===== config.mk =====
export PLATFORM = sky130hd
export DESIGN_NAME = pcm_level_meter
export DESIGN_NICKNAME = d
export VERILOG_FILES = /design/src/rtl/lvlm_pkg.sv /design/src/rtl/lvlm_rectify.sv /design/src/rtl/lvlm_accum.sv /design/src/rtl/lvlm_result.sv /design/src/rtl/pcm_level_meter.sv
export SDC_FILE = /design/constraint.sdc
export NUM_CORES = 1
export LEC_CHECK = 0
export BUFFER_PORTS_ARGS = -buffer_cell sky130_fd_sc_hd__buf_4
export CAP_MARGIN = 30
export CELL_PAD_IN_SITES_DETAIL_PLACEMENT = 0
export CELL_PAD_IN_SITES_GLOBAL_PLACEMENT = 1
export CORE_ASPECT_RATIO = 1.1
export CORE_UTILIZATION = 40
export CTS_BUF_LIST = sky130_fd_sc_hd__clkbuf_4
export DETAILED_ROUTE_END_ITERATION = 8
export GPL_TIMING_DRIVEN = 0
export PLACE_DENSITY_LB_ADDON = 0.2
export SLEW_MARGIN = 15
export SYNTH_ARGS = -nofsm -noshare
export SYNTH_HDL_FRONTEND = slang
export SYNTH_SLANG_ARGS = --single-unit

===== constraint.sdc =====
create_clock -name clk_i -period 5 [get_ports clk_i]
set_clock_uncertainty 0.2 [all_clocks]
set_input_delay 0.5 -clock clk_i [delete_from_list [all_inputs] [get_ports clk_i]]
set_output_delay 0.5 -clock clk_i [all_outputs]
set_load 0.02 [all_outputs]

===== src/rtl/lvlm_pkg.sv =====
package lvlm_pkg;

    localparam int SMP_W   = 16;
    localparam int CODE_W  = 8;
    localparam int RES_W   = 15;
    localparam int LO_W    = 7;
    localparam int HI_W    = RES_W - LO_W;
    localparam int MU_BIAS = 132;
    localparam int MU_MAX  = 32124;
    localparam logic [RES_W-1:0] RES_MAX = '1;

    typedef enum logic {
        MODE_COMP   = 1'b0,
        MODE_LINEAR = 1'b1
    } smp_mode_e;

    typedef struct packed {
        logic             vld;
        logic [SMP_W-1:0] mag;
    } mag_t;

    typedef struct packed {
        logic             vld;
        logic [RES_W-1:0] val;
    } res_t;

    function automatic logic [SMP_W-1:0] mu_expand(input logic [CODE_W-1:0] code);
        logic [CODE_W-1:0] c;
        logic [SMP_W-1:0]  base;
        c    = ~code;
        base = {{(SMP_W-7){1'b0}}, c[3:0], 3'b000} + SMP_W'(MU_BIAS);
        return (base << c[6:4]) - SMP_W'(MU_BIAS);
    endfunction

    function automatic logic [SMP_W-1:0] lin_abs(input logic [SMP_W-1:0] s);
        return s[SMP_W-1] ? (~s + 1'b1) : s;
    endfunction

    function automatic logic [RES_W-1:0] sat_add(input logic [RES_W-1:0] acc,
                                                 input logic [SMP_W-1:0] mag);
        logic [SMP_W:0] s;
        s = {{(SMP_W+1-RES_W){1'b0}}, acc} + {1'b0, mag};
        return (s > {{(SMP_W+1-RES_W){1'b0}}, RES_MAX}) ? RES_MAX : s[RES_W-1:0];
    endfunction

endpackage


===== src/rtl/lvlm_rectify.sv =====
module lvlm_rectify
    import lvlm_pkg::*;
#(
    parameter int CH_W = 3
) (
    input  logic             clk_i,
    input  logic             rst_i,
    input  logic             smp_vld_i,
    input  logic [CH_W-1:0]  smp_ch_i,
    input  logic [SMP_W-1:0] smp_data_i,
    input  logic             en_i,
    input  logic [CH_W-1:0]  sel_i,
    input  smp_mode_e        mode_i,
    output mag_t             mag_o
);

    logic [SMP_W-1:0] mu_mag;
    logic [SMP_W-1:0] lin_mag;

    always_comb begin
        mu_mag    = mu_expand(smp_data_i[CODE_W-1:0]);
        lin_mag   = lin_abs(smp_data_i);
        mag_o.vld = smp_vld_i && en_i && (smp_ch_i == sel_i);
        mag_o.mag = (mode_i == MODE_LINEAR) ? lin_mag : mu_mag;
    end

    // Expanded mu-law magnitude never exceeds the largest code value.
    always_ff @(posedge clk_i) begin
        if (!rst_i && smp_vld_i && mode_i == MODE_COMP)
            assert_mu_range_R4: assert (mu_mag <= SMP_W'(MU_MAX));
    end

endmodule


===== src/rtl/lvlm_accum.sv =====
module lvlm_accum
    import lvlm_pkg::*;
#(
    parameter int CH_W  = 3,
    parameter int CNT_W = 8
) (
    input  logic             clk_i,
    input  logic             rst_i,
    input  logic             en_i,
    input  logic [CH_W-1:0]  sel_i,
    input  logic [CNT_W-1:0] count_i,
    input  mag_t             mag_i,
    output res_t             latch_o
);

    logic [RES_W-1:0] acc_q;
    logic [CNT_W-1:0] cnt_q;
    logic             en_q;
    logic [CH_W-1:0]  sel_q;
    logic             restart;
    logic [CNT_W-1:0] cnt_lim;
    logic             last;
    logic [RES_W-1:0] sum;

    always_comb begin
        restart     = !en_i || (en_i != en_q) || (sel_i != sel_q);
        cnt_lim     = (count_i == '0) ? CNT_W'(1) : count_i;
        last        = ({1'b0, cnt_q} + 1'b1) >= {1'b0, cnt_lim};
        sum         = sat_add(acc_q, mag_i.mag);
        latch_o.vld = !restart && mag_i.vld && last;
        latch_o.val = sum;
    end

    always_ff @(posedge clk_i) begin
        if (rst_i) begin
            acc_q <= '0;
            cnt_q <= '0;
            en_q  <= 1'b0;
            sel_q <= '0;
        end else begin
            en_q  <= en_i;
            sel_q <= sel_i;
            if (restart) begin
                acc_q <= '0;
                cnt_q <= '0;
            end else if (mag_i.vld) begin
                if (last) begin
                    acc_q <= '0;
                    cnt_q <= '0;
                end else begin
                    acc_q <= sum;
                    cnt_q <= cnt_q + 1'b1;
                end
            end
        end
    end

    // Accumulation never wraps downward within a measurement.
    assert_acc_no_wrap_R9: assert property (@(posedge clk_i) disable iff (rst_i)
        (mag_i.vld && !restart && !last) |=> (acc_q >= $past(acc_q)));

    // A capture starts the next measurement from zero.
    assert_restart_after_latch_R10: assert property (@(posedge clk_i) disable iff (rst_i)
        latch_o.vld |=> (acc_q == '0 && cnt_q == '0));

    // Disabling the meter empties the sum.
    assert_disable_clears_R10: assert property (@(posedge clk_i) disable iff (rst_i)
        !en_i |=> (acc_q == '0));

endmodule


===== src/rtl/lvlm_result.sv =====
module lvlm_result
    import lvlm_pkg::*;
(
    input  logic            clk_i,
    input  logic            rst_i,
    input  res_t            latch_i,
    input  logic            rd_lo_i,
    input  logic            rd_hi_i,
    output logic [LO_W:0]   res_lo_o,
    output logic [HI_W-1:0] res_hi_o
);

    logic [RES_W-1:0] res_q;
    logic             rdy_q;

    always_ff @(posedge clk_i) begin
        if (rst_i) begin
            res_q <= '0;
            rdy_q <= 1'b0;
        end else if (latch_i.vld) begin
            res_q <= latch_i.val;
            rdy_q <= 1'b1;
        end else if (rd_hi_i) begin
            rdy_q <= 1'b0;
        end
    end

    assign res_lo_o = {rdy_q, res_q[LO_W-1:0]};
    assign res_hi_o = res_q[RES_W-1:LO_W];

    // Both halves and the flag are updated together, overwriting old data.
    assert_latch_both_R8: assert property (@(posedge clk_i) disable iff (rst_i)
        latch_i.vld |=> (rdy_q && res_q == $past(latch_i.val)));

    // A high read with no new capture clears the flag.
    assert_rd_hi_clears_R7: assert property (@(posedge clk_i) disable iff (rst_i)
        (rd_hi_i && !latch_i.vld) |=> !rdy_q);

    // A low read alone leaves flag and data alone.
    assert_rd_lo_inert_R7: assert property (@(posedge clk_i) disable iff (rst_i)
        (rd_lo_i && !rd_hi_i && !latch_i.vld) |=> ($stable(rdy_q) && $stable(res_q)));

endmodule


===== src/rtl/pcm_level_meter.sv =====
module pcm_level_meter
    import lvlm_pkg::*;
#(
    parameter int CH_W  = 3,
    parameter int CNT_W = 8
) (
    input  logic             clk_i,
    input  logic             rst_i,
    input  logic             smp_vld_i,
    input  logic [CH_W-1:0]  smp_ch_i,
    input  logic [15:0]      smp_data_i,
    input  logic             en_i,
    input  logic [CH_W-1:0]  sel_i,
    input  logic             lin_mode_i,
    input  logic [CNT_W-1:0] count_i,
    input  logic             rd_lo_i,
    input  logic             rd_hi_i,
    output logic [7:0]       res_lo_o,
    output logic [7:0]       res_hi_o
);

    mag_t      mag;
    res_t      latch;
    smp_mode_e mode;

    assign mode = smp_mode_e'(lin_mode_i);

    lvlm_rectify #(.CH_W(CH_W)) u_rect (
        .clk_i      (clk_i),
        .rst_i      (rst_i),
        .smp_vld_i  (smp_vld_i),
        .smp_ch_i   (smp_ch_i),
        .smp_data_i (smp_data_i),
        .en_i       (en_i),
        .sel_i      (sel_i),
        .mode_i     (mode),
        .mag_o      (mag)
    );

    lvlm_accum #(.CH_W(CH_W), .CNT_W(CNT_W)) u_acc (
        .clk_i   (clk_i),
        .rst_i   (rst_i),
        .en_i    (en_i),
        .sel_i   (sel_i),
        .count_i (count_i),
        .mag_i   (mag),
        .latch_o (latch)
    );

    lvlm_result u_res (
        .clk_i    (clk_i),
        .rst_i    (rst_i),
        .latch_i  (latch),
        .rd_lo_i  (rd_lo_i),
        .rd_hi_i  (rd_hi_i),
        .res_lo_o (res_lo_o),
        .res_hi_o (res_hi_o)
    );

endmodule


==> Yosys cells after proc, flatten, opt, wreduce, memory -nomap -nowiden <==
Index checks and enable logic that the tools add are counted.
{ "classes": {"n_addsub": 6, "order_cmp": 2, "eq_ne": 3, "n_shift": 1, "mux": 8, "bitwise": 2, "n_reduce_logical": 11} }
{ "op_table": {"columns": ["cell", "n"], "rows": [
  ["16-bit two-way mux", 2],
  ["15-bit two-way mux", 2],
  ["15-bit by 16-bit adder with 17-bit output", 1],
  ["17-bit by 15-bit greater-than comparator with 1-bit output (second input constant)", 1],
  ["16-bit by 1-bit adder with 16-bit output (second input constant)", 1],
  ["8-bit two-way mux", 2],
  ["16-bit NOT", 1],
  ["16-bit by 3-bit << shifter with 16-bit output", 1],
  ["16-bit by 8-bit subtractor with 16-bit output (second input constant)", 1],
  ["7-bit by 8-bit adder with 9-bit output (second input constant)", 1],
  ["8-bit by 1-bit adder with 9-bit output (second input constant)", 1],
  ["9-bit by 8-bit >= comparator with 1-bit output", 1],
  ["8-bit by 1-bit adder with 8-bit output (second input constant)", 1],
  ["8-bit zero test", 1],
  ["7-bit NOT", 1],
  ["1-bit logical AND", 4],
  ["3-bit == test", 1],
  ["3-bit inequality test", 1],
  ["1-bit zero test", 2],
  ["1-bit logical OR", 2],
  ["1-bit two-way mux", 2],
  ["2-bit nonzero test", 1],
  ["2-bit OR reduction", 1],
  ["1-bit inequality test", 1]
]} }
{ "word_totals": {"regBits": 43, "out_inout_bits": 16, "wordCells": 39} }

==> Logic depth before layout (Yosys ltp) <==
Gate-level depths: netlist of the first run.
{ "logic_depth": {"word_depth": 9, "mapped_depth": 21, "mapped_depth_nobuf": 18} }

==> Modules after synthesis <==
From an unflattened synthesis of the first run, not the netlist that was laid out.
{ "hier_totals": {"cells_unflattened": 439, "hier_area_um2": 3583.4} }
{ "modules_own_cells": {"columns": ["mod", "instances", "cells_per_inst", "area_per_inst_um2", "seq_area_each_um2"], "rows": [
  ["lvlm_accum", 1, 257, 2142.1, 540.5],
  ["lvlm_rectify", 1, 128, 849.6, 0.0],
  ["lvlm_result", 1, 54, 591.8, 320.3]
]} }

==> Worst setup path after synthesis of the first run <==
OpenSTA, ideal clock, no wires.
{ "synth_timing": {"kind": "input to register", "from": "input port smp_data_i[5]", "to": "register u_res.res_q[6]", "setup_time_ns": 0.137, "arrival_ns": 5.093, "required_ns": 4.663, "path_slack_ns": -0.431, "stages": 21, "cell_sequence": "buf_2 -> clkbuf_1 -> o21ai_0 -> o211ai_1 -> o21ai_0 -> nor4_1 -> nand2_1 -> ha_1 -> o221ai_1 -> o211ai_1 -> o21a_1 -> and3_1 -> o31a_1 -> ha_1 -> or3_1 -> or4_1 -> a211o_1 -> or4_4 -> buf_6 -> a21oi_2 -> a211oi_1"} }
{ "synth_via": {"elab_chain_cells": 7} }
{ "synth_rtl": {"columns": ["item", "line_no", "source"], "rows": [
  ["start, declared", "pcm_level_meter.sv:11", "input logic [15:0] smp_data_i,"],
  ["7-bit NOT / 16-bit NOT (equally long branches)", "lvlm_pkg.sv:30, lvlm_pkg.sv:36", null],
  ["16-bit by 3-bit << shifter with 16-bit output / 16-bit by 1-bit adder with 16-bit output (equally long branches)", "lvlm_pkg.sv:32, lvlm_pkg.sv:36", null],
  ["16-bit by 8-bit subtractor with 16-bit output / 16-bit two-way mux (equally long branches)", "lvlm_pkg.sv:32, lvlm_pkg.sv:36", null],
  ["16-bit two-way mux (*)", "lvlm_rectify.sv:24", "mag_o.mag = (mode_i == MODE_LINEAR) ? lin_mag : mu_mag;"],
  ["15-bit by 16-bit adder with 17-bit output (*)", "lvlm_pkg.sv:42", "s = {{(SMP_W+1-RES_W){1'b0}}, acc} + {1'b0, mag};"],
  ["17-bit by 15-bit greater-than comparator with 1-bit output", "lvlm_pkg.sv:43", "return (s > {{(SMP_W+1-RES_W){1'b0}}, RES_MAX}) ? RES_MAX : s[RES_W-1:0];"],
  ["15-bit two-way mux (*)", "lvlm_pkg.sv:43", null],
  ["end signal, assigned", "lvlm_result.sv:21", "res_q <= latch_i.val;"],
  ["end, declared", "lvlm_result.sv:13", "logic [RES_W-1:0] res_q;"]
]} }
Every way passes the cells marked *; elsewhere a longest branch is shown, timed or not.
A chain may end at the register's enable or synchronous reset.

==> Final worst setup path of the first run <==
{ "layout_timing": {"from": "input port smp_data_i[4]", "to": "register u_res.res_q[4]"} }
The elaborated chain is that of the path after synthesis.

==> impl_results.md, run 1 <==
- Status: finished clean
- Worst-path clk slew: 0.12 ns
- Final wirelength: roughly 9600 µm
- Synth warnings: 0
- CP Capture Type: flop
- Initial Utilization: 0.411
- Share of layout cells above drive strength 1: 0.200
- Initial antenna violation count: 0
- Worst R2R Start: u_acc.cnt_q[0]$_SDFFE_PP0P_
- Min-delay src: en_i
- Cell Rows: 36
- Syn-to-layout area delta: 20.6%
- Post-synthesis cell count: 470
- Power per Cell Area: 172 nW/µm²
- Width of the die: 93.1 µm
- Remaining DRCs: 0
- Crit path buf inv count: 3
- Core area: 8870 µm²
- Leak Pwr: 1.77 nW
- Minimum clock period: 4.82 ns
- CTS H-tree lvls: 2
- GPL Wtd Cong: ~0.85
- CP startpoint kind: primary input
- Syn Area/Cell: 7.77 µm²
- Total I/O pin count: 53
- Flop2flop setup slack: 1.44 ns
- Ys async rst share: 0
- DR WL/cell: between 10 and 15 µm
- Number of enable flip-flop cells after synthesis: 0
- Slew margin rel.: 0.493
- GRT overflow: 0
- Final hold slack: 0.191 ns
- Least-Margin Pin Slew: 0.753 ns
- Max incr delay on CP: 0.46 ns
- Syn nets: 535
- Critical R2R Capture: u_res.res_q[13]$_SDFFE_PP0P_
- Post-synthesis sequential area ratio: 0.236
- Clk network pwr share: 0.232
- Clk_lat worst skew: 0.35 ns
- Net Sw Frac: 0.330
- Peak Freq: 207 MHz
- Yosys reg bits: between 40 and 50
- Net Switching: 250 µW
- Distinct cells, synth: between 60 and 70
- Maximum VDD drop: between 100 and 150 µV
- Max Root-Sink Buffers: 2
- Hold Crit Endpoint: u_acc.en_q$_SDFF_PP0_
- Max Slew Vio Count: 0
- Post-DP HPWL: around 7800 µm
- Worst Path Max Fanout: 10
- Antenna cell count: 0
- Reg2reg path depth: 12
- Placed cells: 631
- Crit path max-delay family: simple AND/OR/NAND/NOR gates
- Comb power frac: 0.313
- Unrepaired setup endpoints after global routing: false
- GRT Total Usage: 0.209
- Final worst setup slack: 0.178 ns
- Seq pwr share: 0.455
- Cell-internal power: 508 µW
- Crit Path Category: in -> reg
- Final core occ: 0.496
- Die ar.: roughly 9500 µm²
- Hold Path Class: in -> reg
- Iteration-0 DRC Markers: 142
- TritonCTS clock tree: yes
- Final worst-path cycle share: 0.964
- Via count: 3562
- Maximum capacitance violations: 0
- First-pass GRT wire length: between 15000 and 20000 µm
- CTS root buf: clkbuf_4
- I/O Buffers: 46
- Vias in the first global route: ~3.4k
- Via density: 5.52
- Nets: between 500 and 600
- Tot Pwr: 757 µW
- Hold violation count in the final report: 0
- Worst hold path depth: 2
- Cts hold-fix bufs: 0
- Finished Layout Cells: around 650
- Final setup viols: 0
- Mapped Area: 3650 µm²
- Crit path DAT: between 4 and 5 ns
- Crit-path slowest cell: or4_4
- Data required time of the worst path: 5.02 ns
- DRT antenna net count: 0
- Die height: ~100 µm
- Main flop type after synthesis: dfxtp_1
- CTS Buf Count: 5
- Drt first pass iters: 4
- Pre-CTS setup slack: -0.662 ns
- Critical Path, Cell by Cell: buf_4, buf_4, nand2_1, o22ai_2, a221oi_4, nor4_4, nand2_2, ha_4, o221ai_4, o211ai_1, o21a_2, and3_1, o31a_1, ha_2, or3_1, or4_4, a211o_1, or4_4, buf_12, a21oi_2, a211oi_1
- Clock sinks: 43
- Pin count of the biggest net entering global routing: 14
kinds of logic after synthesis:
logic type      count (synthesis)  synth area share
compound gates                139             0.255
mux                            10            0.0288
xor+xnor                       39            0.0936
simple gates                  173             0.245
fa+ha+maj                      28            0.0980
buf+inv                        38            0.0439
flops                          43             0.236
placed cells by master, fill, tap and decap left out, types with 13 or more instances in the layout:
master / Yosys / layout
xnor2_1: 19 / 19
nand2_1: 51 / 50
a21oi_1: 30 / 29
nor2_1: 33 / 32
inv_1: 13 / 13
dfxtp_1: 43 / 43
xor2_1: 20 / 20
buf_4: 2 / 55
nand3_1: 17 / 17
a211oi_1: 13 / 13
o21ai_0: 20 / 19
ha_1: 27 / 25
how the worst max path moves through the flow:
| stage | cells after the start | to | slack (ns) | startpoint |
|---|---|---|---|---|
| final | 21 | u_res.res_q[4]$_SDFFE_PP0P_ | 0.18 | smp_data_i[4] |
| after global placement | 21 | u_res.res_q[4]$_SDFFE_PP0P_ | -0.61 | smp_data_i[6] |
| after floorplan | 20 | u_res.res_q[6]$_SDFFE_PP0P_ | 0.01 | smp_data_i[5] |
| after global routing | 21 | u_res.res_q[4]$_SDFFE_PP0P_ | 0.006 | smp_data_i[5] |
| after detailed placement | 21 | u_res.res_q[5]$_SDFFE_PP0P_ | -0.66 | smp_data_i[6] |
| after CTS | 19 | u_res.res_q[4]$_SDFFE_PP0P_ | 0.003 | smp_data_i[5] |
sequential cells by signal (all words and copies together) (netlist names):
register	flops
u_acc.acc_q	15
u_res.rdy_q	1
u_acc.sel_q	3
u_res.res_q	15
u_acc.cnt_q	8
u_acc.en_q	1
metrics by stage:
step	instance area, µm²	setup TNS [ns]
CTS	4300	0
global placement	4200	-15.72
detailed placement	4210	-17.16
global route	4400	0
finish	4400	0
floorplan	3710	0
cells in the mapped netlist (12+ instances only):
cell type / n / area share
nor2_1: 33 / 0.034
clkbuf_1: 17 / 0.017
inv_1: 13 / 0.013
a21oi_1: 30 / 0.041
nand2_1: 51 / 0.052
o21ai_0: 20 / 0.027
o211ai_1: 12 / 0.025
nand3_1: 17 / 0.023
a211oi_1: 13 / 0.027
ha_1: 27 / 0.093
xnor2_1: 19 / 0.046
dfxtp_1: 43 / 0.24
xor2_1: 20 / 0.048
power groups by stage:
stage | registers, mW | logic (mW) | clock network (mW)
floorplan | 0.352 | 0.154 | 0
global placement | 0.353 | 0.217 | 0
detailed placement | 0.353 | 0.220 | 0
CTS | 0.345 | 0.226 | 0.182
global route | 0.345 | 0.263 | 0.199
finish | 0.345 | 0.237 | 0.176
metal layers:
layer  track usage  vias up  share of wire  routed length [µm]
li1              -     1845              -                   -
met1         0.249     1657           0.45                4300
met2         0.397       45           0.51                4900
met3        0.0231       15          0.024                 233
met4        0.0568        0          0.019                 180
met5             0        -              0                   0
cell type report:
| class | count | area (µm²) |
|---|---|---|
| fill | 917 | 4470 |
| multi-input combinational | 389 | 2740 |
| sequential | 43 | 861 |
| timing repair buffer | 53 | 402 |
| buffer | 24 | 144 |
| tap | 114 | 143 |
| inverter | 14 | 53.8 |
| clock buffer | 6 | 45.0 |
| clock inverter | 2 | 12.5 |
timing repair:
| action | CTS | global route |
|---|---|---|
| setup endpoints to repair | 28 | 28 |
| gates resized for setup | 7 | 17 |
| setup buffers | 2 | 4 |
| pin swaps | 2 | 3 |
Note: power is estimated with default switching activity, not from simulation.
==> run 2: changes to the inputs <==
- CORE_UTILIZATION: 40 -> 42
- clock period: 5 -> 5.2 ns (I/O delays scaled with it)
==> run 2 against run 1 <==
Effect of this change: first-iteration DRC count down 30%; non-clock buffer count down 1; sequential power down 4%; final cell count down 0.62%; critical path depth down 2; worst setup slack better by 0.0087 ns; core utilization up 2.0 points; sequential share of layout area up 0.29 points; hold slack better by 0.016 ns; global-route usage up 0.85 points; wire length up 0.79%; clock power down 4%; critical path type unchanged; largest cell class unchanged; largest power group unchanged.
==> impl_results.md, run 2 (synthesized netlist as in run 1, its figures left out) <==
- Status: finished clean
- Via count: 3623
- Cell Rows: 35
- Final setup viols: 0
- Width of the die: 90.9 µm
- Critical Path, Cell by Cell: buf_2, mux2_2, o21ai_4, nor4_4, nand2_1, ha_1, o221ai_2, o311ai_0, o21a_1, a21oi_1, o31a_1, ha_2, or3_1, or4_1, a211o_1, or4_4, buf_6, a21oi_2, a211oi_1
- Pin count of the biggest net entering global routing: 14
- Initial Utilization: 0.434
- Post-DP HPWL: about 7700 µm
- Syn-to-layout area delta: 18.8%
- Total I/O pin count: 53
- CTS root buf: clkbuf_4
- Minimum clock period: 5.01 ns
- Power per Cell Area: 167 nW/µm²
- Die height: 99.8 µm
- Comb power frac: 0.309
- CP startpoint kind: primary input
- Hold violation count in the final report: 0
- Worst-path clk slew: 0.13 ns
- DR WL/cell: roughly 15 µm
- Max Root-Sink Buffers: 2
- Commonest cells after routing, fill and taps aside: buf_4, nand2_1, dfxtp_1
- Worst Path Max Fanout: 10
- Least-Margin Pin Slew: between 0.6 and 0.7 ns
- Final worst-path cycle share: 0.964
- Vias in the first global route: 3508
- Max incr delay on CP: 0.45 ns
- Die ar.: 9070 µm²
- Hold Path Class: in -> reg
- Iteration-0 DRC Markers: just under 100
- Max Slew Vio Count: 0
- Cell-internal power: about 480 µW
- Pre-CTS setup slack: -0.716 ns
- Net Switching: 240 µW
- Commonest non-fill, non-tap cell in the layout: buf_4
- Maximum capacitance violations: 0
- Core area: about 8400 µm²
- DRT antenna net count: 0
- I/O Buffers: 46
- Crit-path slowest cell: or4_4
- Biggest regs: u_acc.acc_q: 15 flops, u_res.res_q: 15 flops, u_acc.cnt_q: 8 flops
- CP Capture Type: flop
- Seq pwr share: 0.458
- Leak Pwr: 1.75 nW
- Peak Freq: 199 MHz
- GRT overflow: 0
- Final core occ: 0.516
- Slew margin rel.: 0.566
- Maximum VDD drop: 106 µV
- Drt first pass iters: 4
- Initial antenna violation count: 0
- Crit path buf inv count: 2
- Clk_lat worst skew: between 0.3 and 0.4 ns
- GPL Wtd Cong: 0.899
- Flop2flop setup slack: around 1.4 ns
- TritonCTS clock tree: yes
- Clock sinks: 43
- Clk network pwr share: 0.233
- CTS Buf Count: 5
- Crit Path Category: in -> reg
- Via density: 5.65
- Crit path DAT: 5.04 ns
- First-pass GRT wire length: 16300 µm
- Antenna cell count: 0
- Crit path max-delay family: compound AO/OA/AOI/OAI gates
- Remaining DRCs: 0
- GRT Total Usage: 0.218
- Data required time of the worst path: 5.23 ns
- Nets: 594
- Final worst setup slack: between 0.15 and 0.2 ns
- Final wirelength: about 9700 µm
- Share of layout cells above drive strength 1: 0.189
- CTS H-tree lvls: 2
- Net Sw Frac: 0.331
- Unrepaired setup endpoints after global routing: true
-- run 2: metal layers --
layer	routed length [µm]	track usage	share of wire	up-vias
li1	-	-	-	1852
met1	4360	0.264	0.45	1710
met2	4970	0.407	0.51	47
met3	181	0.0280	0.019	14
met4	176	0.0549	0.018	0
met5	0	0	0	-
-- run 2: power groups by stage --
stage / sequential [mW] / combinational (mW) / clock [mW]
final: 0.332 / 0.224 / 0.169
after global routing: 0.332 / 0.248 / 0.190
after CTS: 0.332 / 0.214 / 0.171
after detailed placement: 0.339 / 0.207 / 0
after global placement: 0.339 / 0.204 / 0
after floorplan: 0.339 / 0.144 / 0
-- run 2: final cells by class --
type / instances / area (µm²)
Buffer: 24 / 129
Clock buffer: 6 / 45.0
Clock inverter: 2 / 12.5
Fill cell: 883 / 4070
Inverter: 14 / 56.3
Multi-Input combinational cell: 389 / 2700
Sequential cell: 43 / 861
Tap cell: 111 / 139
Timing Repair Buffer: 52 / 394
-- run 2: what timing repair did --
action	CTS	global route
setup buffers	2	3
hold buffers	0	0
cloned	0	0
hold endpoints to repair	0	0
endpoints found under the setup margin	28	28
resized for setup	8	21
pin swaps	1	3
-- run 2: worst register-to-register path, stage by stage (launching register included) --
cell and delay, ns:
dfxtp_1 0.45, ha_1 0.27, nand3_1 0.21, nor2_1 0.27, xor2_1 0.20, ha_1 0.27
a21oi_1 0.12, a21boi_0 0.10, a311oi_1 0.57, a21oi_1 0.17, clkbuf_1 0.26, clkbuf_1 0.31
a311oi_1 0.31
-- run 2: worst paths after layout --
check / depth (start not counted) / start / end
worst min-delay path: 2 / en_i / u_acc.en_q$_SDFF_PP0_
worst min register to register: 2 / u_acc.acc_q[3]$_SDFFE_PP0P_ / u_acc.acc_q[3]$_SDFFE_PP0P_
worst max-delay path: 19 / smp_data_i[5] / u_res.res_q[6]$_SDFFE_PP0P_
worst max register to register: 12 / u_acc.cnt_q[0]$_SDFFE_PP0P_ / u_res.res_q[13]$_SDFFE_PP0P_
-- run 2: metrics by stage --
step	TNS (ns)	area, µm²	cells	power [mW]	hold WS (ns)
6_report	0	4340	641	0.724	0.207
5_1_grt	-0.00125	4340	641	0.770	0.198
4_1_cts	0	4260	638	0.716	0.199
3_5_place_dp	-18.89	4160	628	0.546	0.255
3_3_place_gp	-17.91	4150	627	0.543	0.241
2_1_floorplan	0	3660	470	0.482	0.232
